`src/rtl/dwa_pkg.sv`:
```
package dwa_pkg;
  typedef enum logic [1:0] {
    SCAN_ROW = 2'd0,
    SCAN_COL = 2'd1
  } scan_e;
endpackage

```
`src/rtl/dwa_axis.sv`:
```
module dwa_axis #(
  parameter int W = 7
) (
  input  logic         clk,
  input  logic         rst_n,
  input  logic         load,
  input  logic [W-1:0] lo_in,
  input  logic [W-1:0] hi_in,
  input  logic         step,
  output logic [W-1:0] ptr,
  output logic         at_last
);
  logic [W-1:0] lo_q, hi_q, ptr_q;

  always_ff @(posedge clk or negedge rst_n) begin
    if (!rst_n) begin
      lo_q  <= '0;
      hi_q  <= '1;
      ptr_q <= '0;
    end else if (load) begin
      lo_q  <= lo_in;
      hi_q  <= hi_in;
      ptr_q <= lo_in;
    end else if (step) begin
      ptr_q <= (ptr_q == hi_q) ? lo_q : ptr_q + W'(1);
    end
  end

  assign ptr     = ptr_q;
  assign at_last = (ptr_q == hi_q);
endmodule

```
`src/rtl/dwa_mode.sv`:
```
module dwa_mode
  import dwa_pkg::*;
(
  input  logic       clk,
  input  logic       rst_n,
  input  logic       mode_set,
  input  logic [1:0] mode_sel,
  output scan_e      mode_q
);
  always_ff @(posedge clk or negedge rst_n) begin
    if (!rst_n) mode_q <= SCAN_ROW;
    else if (mode_set) begin
      if (mode_sel == 2'd0)      mode_q <= SCAN_ROW;
      else if (mode_sel == 2'd1) mode_q <= SCAN_COL;
    end
  end
endmodule

```
`src/rtl/dwa_step.sv`:
```
module dwa_step
  import dwa_pkg::*;
(
  input  scan_e mode,
  input  logic  accept,
  input  logic  col_last,
  input  logic  pg_last,
  output logic  col_step,
  output logic  pg_step
);
  always_comb begin
    col_step = 1'b0;
    pg_step  = 1'b0;
    if (accept) begin
      if (mode == SCAN_COL) begin
        pg_step  = 1'b1;
        col_step = pg_last;
      end else begin
        col_step = 1'b1;
        pg_step  = col_last;
      end
    end
  end
endmodule

```
`src/rtl/disp_wr_addr_gen.sv`:
```
module disp_wr_addr_gen
  import dwa_pkg::*;
#(
  parameter int COL_W  = 7,
  parameter int PG_W   = 3,
  parameter int DATA_W = 8
) (
  input  logic                   clk,
  input  logic                   rst_n,
  input  logic                   col_set,
  input  logic [COL_W-1:0]       col_start,
  input  logic [COL_W-1:0]       col_end,
  input  logic                   pg_set,
  input  logic [PG_W-1:0]        pg_start,
  input  logic [PG_W-1:0]        pg_end,
  input  logic                   mode_set,
  input  logic [1:0]             mode_sel,
  input  logic                   wr_valid,
  output logic                   wr_ready,
  input  logic [DATA_W-1:0]      wr_data,
  output logic                   ram_we,
  output logic [COL_W+PG_W-1:0]  ram_addr,
  output logic [DATA_W-1:0]      ram_wdata
);
  localparam int ADDR_W = COL_W + PG_W;

  scan_e             mode_q;
  logic              accept, col_step, pg_step, col_last, pg_last;
  logic [COL_W-1:0]  col_ptr;
  logic [PG_W-1:0]   pg_ptr;

  assign wr_ready = !(col_set || pg_set || mode_set);
  assign accept   = wr_valid && wr_ready;

  dwa_mode u_mode (
    .clk(clk), .rst_n(rst_n), .mode_set(mode_set),
    .mode_sel(mode_sel), .mode_q(mode_q)
  );

  dwa_step u_step (
    .mode(mode_q), .accept(accept), .col_last(col_last),
    .pg_last(pg_last), .col_step(col_step), .pg_step(pg_step)
  );

  dwa_axis #(.W(COL_W)) u_col (
    .clk(clk), .rst_n(rst_n), .load(col_set), .lo_in(col_start),
    .hi_in(col_end), .step(col_step), .ptr(col_ptr), .at_last(col_last)
  );

  dwa_axis #(.W(PG_W)) u_pg (
    .clk(clk), .rst_n(rst_n), .load(pg_set), .lo_in(pg_start),
    .hi_in(pg_end), .step(pg_step), .ptr(pg_ptr), .at_last(pg_last)
  );

  assign ram_we    = accept;
  assign ram_wdata = wr_data;
  assign ram_addr  = ADDR_W'({pg_ptr, col_ptr});
endmodule

```
`config.mk`:
```
export PLATFORM = sky130hd
export DESIGN_NAME = disp_wr_addr_gen
export DESIGN_NICKNAME = d
export VERILOG_FILES = /design/src/rtl/dwa_pkg.sv /design/src/rtl/dwa_axis.sv /design/src/rtl/dwa_mode.sv /design/src/rtl/dwa_step.sv /design/src/rtl/disp_wr_addr_gen.sv
export SDC_FILE = /design/constraint.sdc
export NUM_CORES = 1
export LEC_CHECK = 0
export BUFFER_PORTS_ARGS = -buffer_cell sky130_fd_sc_hd__buf_2
export CELL_PAD_IN_SITES_DETAIL_PLACEMENT = 1
export CELL_PAD_IN_SITES_GLOBAL_PLACEMENT = 1
export CORE_ASPECT_RATIO = 0.8
export CORE_MARGIN = 2
export CORE_UTILIZATION = 42
export DETAILED_ROUTE_END_ITERATION = 8
export PLACE_DENSITY = 0.95
export SLEW_MARGIN = 10
export SYNTH_ARGS = -nofsm -noshare
export SYNTH_HDL_FRONTEND = slang
export SYNTH_HIERARCHICAL = 1
export SYNTH_SLANG_ARGS = --single-unit
```
`constraint.sdc`:
```
create_clock -name clk -period 5.27 [get_ports clk]
set_input_delay 0.527 -clock clk [delete_from_list [all_inputs] [get_ports clk]]
set_output_delay 0.527 -clock clk [all_outputs]
set_load 0.05 [all_outputs]
```
After elaboration in Yosys (flattened, before gate mapping)
Index checks and enable logic that the tools add are counted.
{"block": "classes", "n_addsub": 2, "eq_ne": 4, "n_mux": 12, "reduce_logical": 9}
{"cell": "two-way mux 7 bit", "n": 3}
{"cell": "two-way mux 3 bit", "n": 3}
{"cell": "adder 7 x 1 -> 7 bit, second input constant", "n": 1}
{"cell": "equality test 7 bit", "n": 1}
{"cell": "nonzero test 2 bit", "n": 3}
{"cell": "equality test 2 x 1 -> 1 bit, second input constant", "n": 2}
{"cell": "two-way mux 1 bit", "n": 4}
{"cell": "two-way mux 2 bit", "n": 2}
{"cell": "adder 3 x 1 -> 3 bit, second input constant", "n": 1}
{"cell": "equality test 3 bit", "n": 1}
{"cell": "logical NOT 2 bit", "n": 1}
{"cell": "logical OR 1 bit", "n": 2}
{"cell": "AND reduction 2 bit", "n": 1}
{"cell": "logical AND 1 bit", "n": 1}
{"cell": "logical NOT 1 bit", "n": 1}
{"block": "totals", "ff_bits": 32, "input_bits": 36, "out_inout_bits": 20, "word_cells": 34}

Logic depth before layout (Yosys ltp)
Gate-level depths: netlist of run 1.
{"block": "logic_depth", "word_depth": 7, "depth_mapped": 9, "depth_no_buf": 8}

Hierarchy
Netlist of run 1, hierarchy kept.
{"mod": "dwa_axis (u_col)", "instances": 1, "cells_per_inst": 92, "area_each_um2": 1103.6, "seq_area_each_um2": 534.3}
{"mod": "dwa_axis (u_pg)", "instances": 1, "cells_per_inst": 43, "area_each_um2": 498.0, "seq_area_each_um2": 229.0}
{"mod": "disp_wr_addr_gen", "instances": 1, "cells_per_inst": 10, "area_each_um2": 80.1, "seq_area_each_um2": 0.0}
{"mod": "dwa_mode", "instances": 1, "cells_per_inst": 5, "area_each_um2": 57.6, "seq_area_each_um2": 25.0}
{"mod": "dwa_step", "instances": 1, "cells_per_inst": 4, "area_each_um2": 36.3, "seq_area_each_um2": 0.0}

Worst setup path after synthesis of run 1
Ideal clock, no wire load.
{"block": "synth_path", "kind": "in2reg", "start": "input col_set", "end": "register u_col.ptr_q[5], in the netlist u_col/ptr[5]", "setup_time_ns": 0.124, "arrival_ns": 2.432, "setup_slack_ns": 2.714, "stages": 5, "cell_sequence": "nor4b_2 a21boi_2 nand2b_1 o31a_1 o31a_1"}
{"block": "synth_via", "elab_chain_cells": 6}
{"item": "from (decl)", "line_no": "disp_wr_addr_gen.sv:10", "text": "input logic col_set,"}
{"item": "logical OR 1 bit (2 in series)", "line_no": "disp_wr_addr_gen.sv:32", "text": "assign wr_ready = !(col_set || pg_set || mode_set);"}
{"item": "logical NOT 1 bit", "line_no": "disp_wr_addr_gen.sv:32"}
{"item": "logical AND 1 bit", "line_no": "disp_wr_addr_gen.sv:33", "text": "assign accept = wr_valid && wr_ready;"}
{"item": "two-way mux 1 bit", "line_no": "dwa_step.sv:14", "text": "if (accept) begin"}
{"item": "named net col_step", "line_no": "disp_wr_addr_gen.sv:28", "text": "logic accept, col_step, pg_step, col_last, pg_last;"}
{"item": "nonzero test 2 bit (no source line)"}
{"item": "to (signal assigned)", "line_no": "dwa_axis.sv:23", "text": "ptr_q <= lo_in;"}
{"item": "to (signal assigned)", "line_no": "dwa_axis.sv:25", "text": "ptr_q <= (ptr_q == hi_q) ? lo_q : ptr_q + W'(1);"}
{"item": "to (decl)", "line_no": "dwa_axis.sv:13", "text": "logic [W-1:0] lo_q, hi_q, ptr_q;"}
The timed path passes the listed nets, and every way through them passes these cells.
A chain may end at the register's enable or synchronous reset.

Worst setup path in the final report of run 1
{"block": "layout_path", "start": "register u_col.ptr_q[2], in the netlist u_col/ptr[2]", "end": "register u_pg.ptr_q[1], in the netlist u_pg/ptr[1]"}
{"block": "layout_via", "elab_chain_cells": 4}
{"item": "equality test 7 bit", "line_no": "dwa_axis.sv:30", "text": "assign at_last = (ptr_q == hi_q);"}
{"item": "named net col_last", "line_no": "disp_wr_addr_gen.sv:28"}
{"item": "two-way mux 1 bit", "line_no": "dwa_step.sv:15", "text": "if (mode == SCAN_COL) begin"}
{"item": "two-way mux 1 bit", "line_no": "dwa_step.sv:14"}
{"item": "named net pg_step", "line_no": "disp_wr_addr_gen.sv:28"}
{"item": "nonzero test 2 bit (no source line)"}
{"item": "to (signal assigned)", "line_no": "dwa_axis.sv:23"}
{"item": "to (signal assigned)", "line_no": "dwa_axis.sv:25"}
{"item": "to (decl)", "line_no": "dwa_axis.sv:13"}
The timed path passes the listed nets, and every way through them passes these cells.

==> flow_summary.rst, run 1 <==
.. list-table::
   :header-rows: 1

   * - Metric
     - Value
   * - Status
     - complete, no violations
   * - Instance count of the mapped netlist
     - 154
   * - Distinct cell type count of the synthesized netlist
     - 41
   * - Initial core utilization
     - 43.0%
   * - Horiz. Die Dim
     - 76.7 um
   * - Number of global-route vias before repair
     - 1384
   * - Syn nets
     - 192
   * - Power per standard cell area
     - 313 mW/mm2
   * - Number of rows in the core area
     - 21
   * - Number of iterations in the first detailed-routing pass
     - 4
   * - TritonCTS Sinks
     - 31
   * - Buffer count from post-CTS setup fixing
     - 0
   * - Layout area overhead
     - 14.8%
   * - Final setup violation count
     - 0
   * - Via count normalized by instance count
     - 5.34
   * - Total clock buffers created by CTS
     - 5
   * - Portion of synthesized cell area occupied by the leading cell type
     - 29.6%
   * - Post-detailed-route DRC marker count
     - 0
   * - Post-Route Setup TNS
     - 0 ns
   * - H-tree levels
     - 2
   * - Quantity of gates resized following cts
     - 0
   * - Worst path buffer plus inverter count
     - 1
   * - Top-count cell post-synth
     - dfrtp_1
   * - Hold-fix buffers, CTS
     - 0
   * - Warnings from Yosys
     - 6
   * - Required time at the endpoint of the critical path
     - 5.50 ns
   * - Biggest area contributors in the synthesized netlist
     - dfrtp_1, dfstp_2, mux2_2
   * - Post-detailed-route count of antenna-violating nets
     - 0
   * - Global-route wire length before repair
     - 7.21 mm
   * - Final-report hold violation count
     - 0
   * - Final Slew Violations
     - 0
   * - Placed Instance Area
     - 0.00195 mm2
   * - Hold crit path type
     - input port to asynchronous set/reset pin
   * - Ordered list of cells on the worst path
     - xor2_2 > nor4_4 > nand4_4 > inv_1 > o21a_1 > nand2b_1 > a311o_1 > nand3_1
   * - Dominant synthesized flop cell
     - dfrtp_1
   * - Count of flip-flops with a built-in enable after synthesis
     - 0
   * - Cell type of the slowest stage on the worst timing path
     - dfrtp_1
   * - Peak supply drop
     - 0.000113 V
   * - Number of inserted diodes
     - 0
   * - Slew at the pin closest to its max-slew limit
     - 0.675 ns
   * - Post-Synthesis Cell Area
     - 0.00178 mm2
   * - Placeable core area
     - 0.00413 mm2
   * - Clock Root Buffer
     - clkbuf_8
   * - Type of the worst setup path
     - flop to flop
   * - Biggest fanout along the worst timing path
     - 9
   * - Number of buffers on the longest clock path
     - 2
   * - Layout Cell Area excl Fill
     - 0.00204 mm2
   * - Lkg Pwr
     - 0.920 nW
   * - DRC marker count from the first detailed-route iteration
     - 83
   * - Clock tree from TritonCTS
     - done
   * - Share of the cycle needed by the critical path after routing
     - 40.9%
   * - Average detailed-routed wire length per instance
     - 16.8 um
   * - Arr. time, crit path
     - 2.38 ns
   * - Total wire length after detailed routing
     - 4.09 mm
   * - Initial antenna violation count
     - 0
   * - Vertical die dimension
     - 62.2 um
   * - Biggest cell delay along the critical path
     - 0.47 ns
   * - Setup crit start kind
     - flop
   * - Number of synthesized register bits
     - 31
   * - Final Skew
     - 0.00921 ns
   * - Largest net degree at the start of global routing
     - 32
   * - Total vias in the final route
     - 1302
   * - Clock transition at the register clock pins on the worst setup and hold paths after CTS
     - 0.07 ns
   * - Sort of element at the end of the critical path
     - flop
   * - Proportion of layout cells with a drive suffix above 1
     - 43.3%
   * - Global-route usage over all layers
     - 19.5%
   * - Fin nets
     - 224
   * - Final GP Congestion
     - 0.882
   * - Minimum period implied by the final worst setup slack
     - 2.16 ns
   * - Congestion Overflow GR
     - 0
   * - Max-slew headroom at the worst pin
     - 55.0%
   * - Async SR Flop Fraction
     - 100%
   * - Number of maximum-capacitance constraint violations
     - 0
   * - Num ports
     - 56
   * - Sequential fraction of the synthesis area
     - 44.4%
   * - Setup repair after global routing missed its margin
     - no
   * - Area of the die
     - 0.00477 mm2
   * - Port buffer count
     - 39
   * - Peak Freq
     - 464 MHz
   * - Mean cell area of the mapped netlist
     - 11.5 um2
   * - Dominant cell type by area after synthesis
     - dfrtp_1
   * - Half-perimeter wire length after placement
     - 2.99 mm
   * - Cell type group with the largest total delay on the critical path
     - simple AND/OR/NAND/NOR gates
   * - Later-pin clock latency in the skew report
     - 0.29 ns
   * - Top cells by instance count after synthesis
     - dfrtp_1, mux2_2, dfstp_2
-- power breakdown --
| part | switching, mW | internal (mW) |
|---|---|---|
| clock | 0.0885 | 0.105 |
| combinational | 0.0906 | 0.0589 |
| sequential | 0.0276 | 0.268 |
-- cells by family after synthesis --
kind of cell / Yosys count / share of synthesized area [%]
mux: 24 / 15.1
flops: 31 / 44.4
other cells: 1 / 0.211
xor+xnor: 19 / 9.80
compound gates: 27 / 10.9
simple gates: 30 / 11.6
fa+ha+maj: 2 / 1.41
buf+inv: 20 / 6.62
-- routing by layer --
layer	wire (um)	track usage, %
met1	1860	25.3
met2	1980	29.7
met3	160	4.65
met4	85	11.1
met5	0	0
-- state kept, by name, indices dropped and copies added (netlist names) --
name / cells
u_col/hi_q: 7
u_col/lo_q: 7
u_col/ptr: 7
u_mode/mode_q: 1
u_pg/hi_q: 3
u_pg/lo_q: 3
u_pg/ptr: 3
-- layout make-up --
| type | count | area [um2] |
|---|---|---|
| Fill cell | 475 | 2090 |
| Clock inverter | 1 | 5.00 |
| Inverter | 6 | 22.5 |
| Sequential cell | 31 | 788 |
| Tap cell | 57 | 71.3 |
| Clock buffer | 7 | 86.3 |
| Timing Repair Buffer | 39 | 195 |
| Multi-Input combinational cell | 103 | 870 |
-- cell usage in the layout (no fill, tap or decap), types with 5 or more instances in the layout --
cell type,n
mux2_2,18
clkbuf_8,6
nand3_1,5
xnor2_1,9
a22oi_1,7
xor2_1,9
dfrtp_1,21
buf_2,39
mux2i_1,5
nor2_1,6
inv_1,6
o21ai_0,8
dfstp_2,10
-- stage by stage --
step	setup slack, ns	power [mW]	std cells	util, %	hold WS (ns)
2_1_floorplan	2.71	0.419	154	-	0.231
6_report	3.11	0.639	244	49.4	0.271
4_1_cts	3.11	0.645	244	49.4	0.287
3_3_place_gp	3.09	0.440	236	47.2	0.494
5_1_grt	2.95	0.672	244	49.4	0.334
3_5_place_dp	2.98	0.448	236	47.2	0.499
-- worst paths after layout --
path / from / end / slack (ns) / depth (start not counted)
max in group asynchronous: rst_n / u_col/ptr[0] / 4.56 / 1
min in group clk: pg_end[0] / u_pg/hi_q[0] / 0.47 / 2
worst max-delay path: u_col/ptr[2] / u_pg/ptr[1] / 3.11 / 8
worst min-delay path: rst_n / u_pg/ptr[0] / 0.27 / 1
worst min register to register: u_col/lo_q[6] / u_col/lo_q[6] / 0.51 / 1
worst max register to register: u_col/ptr[2] / u_pg/ptr[1] / 3.11 / 8
No activity file was read; power rests on OpenSTA's default activity.
==> run 2: changes to the inputs <==
--- a/config.mk
+++ b/config.mk
@@ -10,9 +10,9 @@
 export CELL_PAD_IN_SITES_GLOBAL_PLACEMENT = 1
 export CORE_ASPECT_RATIO = 0.8
 export CORE_MARGIN = 2
-export CORE_UTILIZATION = 42
+export CORE_UTILIZATION = 39
 export DETAILED_ROUTE_END_ITERATION = 8
-export PLACE_DENSITY = 0.95
+export PLACE_DENSITY = 0.91
 export SLEW_MARGIN = 10
 export SYNTH_ARGS = -nofsm -noshare
 export SYNTH_HDL_FRONTEND = slang
==> constraint.sdc (replaced) <==
create_clock -name clk -period 2.2 [get_ports clk]
set_input_delay 0.22 -clock clk [delete_from_list [all_inputs] [get_ports clk]]
set_output_delay 0.22 -clock clk [all_outputs]
set_load 0.05 [all_outputs]
==> flow_summary.rst, run 2 (synthesis gave the netlist of run 1 again) <==
.. list-table::
   :header-rows: 1

   * - Metric
     - Value
   * - Status
     - complete, no violations
   * - Number of global-route vias before repair
     - 1420 (+2.6%)
   * - Area occupied by multi-input gates
     - 878 um2 (+1.0%)
   * - Post-detailed-route DRC marker count
     - 0 (unchanged)
   * - Layout Cell Area excl Fill
     - 0.00210 mm2 (+2.8%)
   * - Fin nets
     - 230 (+2.7%)
   * - Port buffer count
     - 39 (unchanged)
   * - Power per standard cell area
     - 737 mW/mm2 (+140%)
   * - Global-route wire length before repair
     - 7.09 mm (-1.7%)
   * - Total instance count after detailed placement
     - 241 (+2.1%)
   * - Clock Root Buffer
     - clkbuf_8
   * - Placeable core area
     - 0.00428 mm2 (+3.8%)
   * - Later-pin clock latency in the skew report
     - 0.30 ns (about the same)
   * - Final setup violation count
     - 0 (unchanged)
   * - Num ports
     - 56 (unchanged)
   * - Half-perimeter wire length after placement
     - 3.13 mm (+4.6%)
   * - Vertical die dimension
     - 64.4 um (+3.5%)
   * - Flop pwr share
     - 45.5% (-0.8 points)
   * - Buffer count from post-CTS setup fixing
     - 0 (unchanged)
   * - Clock Power Share
     - 30.2% (about the same)
   * - Number of buffers on the longest clock path
     - 2 (unchanged)
   * - Peak Freq
     - 500 MHz (+7.7%)
   * - TritonCTS Sinks
     - 31 (unchanged)
   * - Number of rows in the core area
     - 21 (unchanged)
   * - Minimum period implied by the final worst setup slack
     - 2.00 ns (-0.154 ns)
   * - Share of the core filled with cells in the final layout
     - 48.9% (-0.47 points)
   * - Top library cells by usage in the layout, fill and taps aside
     - buf_2, dfrtp_1, mux2_2, dfstp_2
   * - Post-Route Setup TNS
     - 0 ns (unchanged)
   * - Internal cell power
     - 1.05 mW (+140%)
   * - Layout area overhead
     - 18.0%
   * - Clock tree from TritonCTS
     - done
   * - Max-slew headroom at the worst pin
     - 53.2% (-1.8 points)
   * - Initial core utilization
     - 41.5% (-1.6 points)
   * - Hold-fix buffers, CTS
     - 1 (+1)
   * - Setup repair after global routing missed its margin
     - no
   * - Setup slack after placement
     - 0.244 ns (-2.73 ns)
   * - Biggest fanout along the worst timing path
     - 7 (-2)
   * - Switching power total
     - 0.499 mW (+140%)
   * - Total vias in the final route
     - 1323 (+1.6%)
   * - Total wire length after detailed routing
     - 4.18 mm (+2.2%)
   * - Type of the worst setup path
     - flop to flop
   * - Peak supply drop
     - 0.000361 V (+220%)
   * - Non-filler instance count after layout
     - 250 (+2.5%)
   * - Global-route usage over all layers
     - 18.4% (-1.0 points)
   * - H-tree levels
     - 2 (unchanged)
   * - Lkg Pwr
     - 0.952 nW (+3.5%)
   * - Biggest cell delay along the critical path
     - 0.47 ns (about the same)
   * - Power after layout
     - 1.54 mW (+140%)
   * - Number of maximum-capacitance constraint violations
     - 0 (unchanged)
   * - Number of inserted diodes
     - 0 (unchanged)
   * - Largest net degree at the start of global routing
     - 32 (unchanged)
   * - Setup crit start kind
     - flop
   * - Comb power frac
     - 24.3% (+0.9 points)
   * - Proportion of layout cells with a drive suffix above 1
     - 45.1% (+1.8 points)
   * - Congestion Overflow GR
     - 0 (unchanged)
   * - DRC marker count from the first detailed-route iteration
     - 65 (-22%)
   * - Sort of element at the end of the critical path
     - flop
   * - Final-report hold violation count
     - 0 (unchanged)
   * - Worst Hold Margin
     - 0.160 ns (-0.111 ns)
   * - Required time at the endpoint of the critical path
     - 2.42 ns (-3.08 ns)
   * - Final GP Congestion
     - 0.836 (-5.2%)
   * - Arr. time, crit path
     - 2.22 ns (-0.16 ns)
   * - Final Skew
     - 0.0119 ns (+0.00274 ns)
   * - Hold crit path type
     - input port to flop
   * - Area of the die
     - 0.00511 mm2 (+7.2%)
   * - Share of the cycle needed by the critical path after routing
     - 90.9% (+50 points)
   * - Setup ws final
     - 0.199 ns (-2.92 ns)
   * - Total clock buffers created by CTS
     - 5 (unchanged)
   * - Most common cell after layout, fill and taps aside
     - buf_2
   * - Slew at the pin closest to its max-slew limit
     - 0.702 ns (+0.0263 ns)
   * - Ordered list of cells on the worst path
     - xor2_2 > nor4_4 > nand4_4 > inv_1 > o21a_1 > nand2b_1 > a311o_1 > nand3_1
   * - Sw frac
     - 32.3% (-0.060 points)
   * - Placed Instance Area
     - 0.00199 mm2 (+2.4%)
   * - Via count normalized by instance count
     - 5.29 (-0.83%)
   * - Number of filler instances in the final layout
     - 475 (unchanged)
   * - Average detailed-routed wire length per instance
     - 16.7 um (-0.23%)
   * - Initial antenna violation count
     - 0 (unchanged)
   * - Total area of sequential cells
     - 790 um2 (+0.16%)
   * - Number of iterations in the first detailed-routing pass
     - 4 (unchanged)
   * - Final Slew Violations
     - 0 (unchanged)
   * - Post-detailed-route count of antenna-violating nets
     - 0 (unchanged)
   * - Cell type of the slowest stage on the worst timing path
     - dfrtp_2
   * - Horiz. Die Dim
     - 79.4 um (+3.6%)
   * - Quantity of gates resized following cts
     - 0 (unchanged)
   * - Clock transition at the register clock pins on the worst setup and hold paths after CTS
     - 0.07 ns (about the same)
run 2: final cells by class:
| class | count | area share [%] |
|---|---|---|
| repair buffers | 45 | 11.6 |
| inverters | 6 | 1.07 |
| clock inverters | 1 | 0.239 |
| multi-input cells | 103 | 41.9 |
| clock buffers | 7 | 4.12 |
| well taps | 57 | 3.40 |
| flip-flops and latches | 31 | 37.7 |
run 2: critical path: cells and delay by family (launching register included):
kind | cells | cell delay, ns
and+or+nand+nor | 4 | 0.63
AOI/OAI and AO/OA | 2 | 0.55
DFF | 1 | 0.47
xor gates and xnor gates | 1 | 0.18
buffers and inverters | 1 | 0.10
run 2: path summary, 6_finish.rpt:
check / startpoint / end / slack (ns) / cells past startpoint
max in group asynchronous: rst_n / u_col/ptr[2] / 1.21 / 2
max: u_col/ptr[2] / u_pg/ptr[1] / 0.20 / 8
min in group asynchronous: rst_n / u_pg/ptr[0] / 0.50 / 2
max reg2reg: u_col/ptr[2] / u_pg/ptr[1] / 0.20 / 8
min: mode_sel[0] / u_mode/mode_q[0] / 0.16 / 2
min reg2reg: u_pg/lo_q[1] / u_pg/lo_q[1] / 0.51 / 1
run 2: power groups by stage:
stage | clock network (mW) | logic (mW) | registers, mW
2_1_floorplan | 0 | 0.241 | 0.763
3_3_place_gp | 0 | 0.362 | 0.707
3_5_place_dp | 0 | 0.373 | 0.712
4_1_cts | 0.477 | 0.378 | 0.703
5_1_grt | 0.508 | 0.408 | 0.711
6_report | 0.467 | 0.376 | 0.702
run 2: layer usage:
metal	track usage (%)	vias to the layer above	part of all wire, %
met2	29.5	35	49
met5	0	-	0
li1	-	617	-
met1	23.9	664	45
met3	4.80	7	4.8
met4	6.90	0	1.5
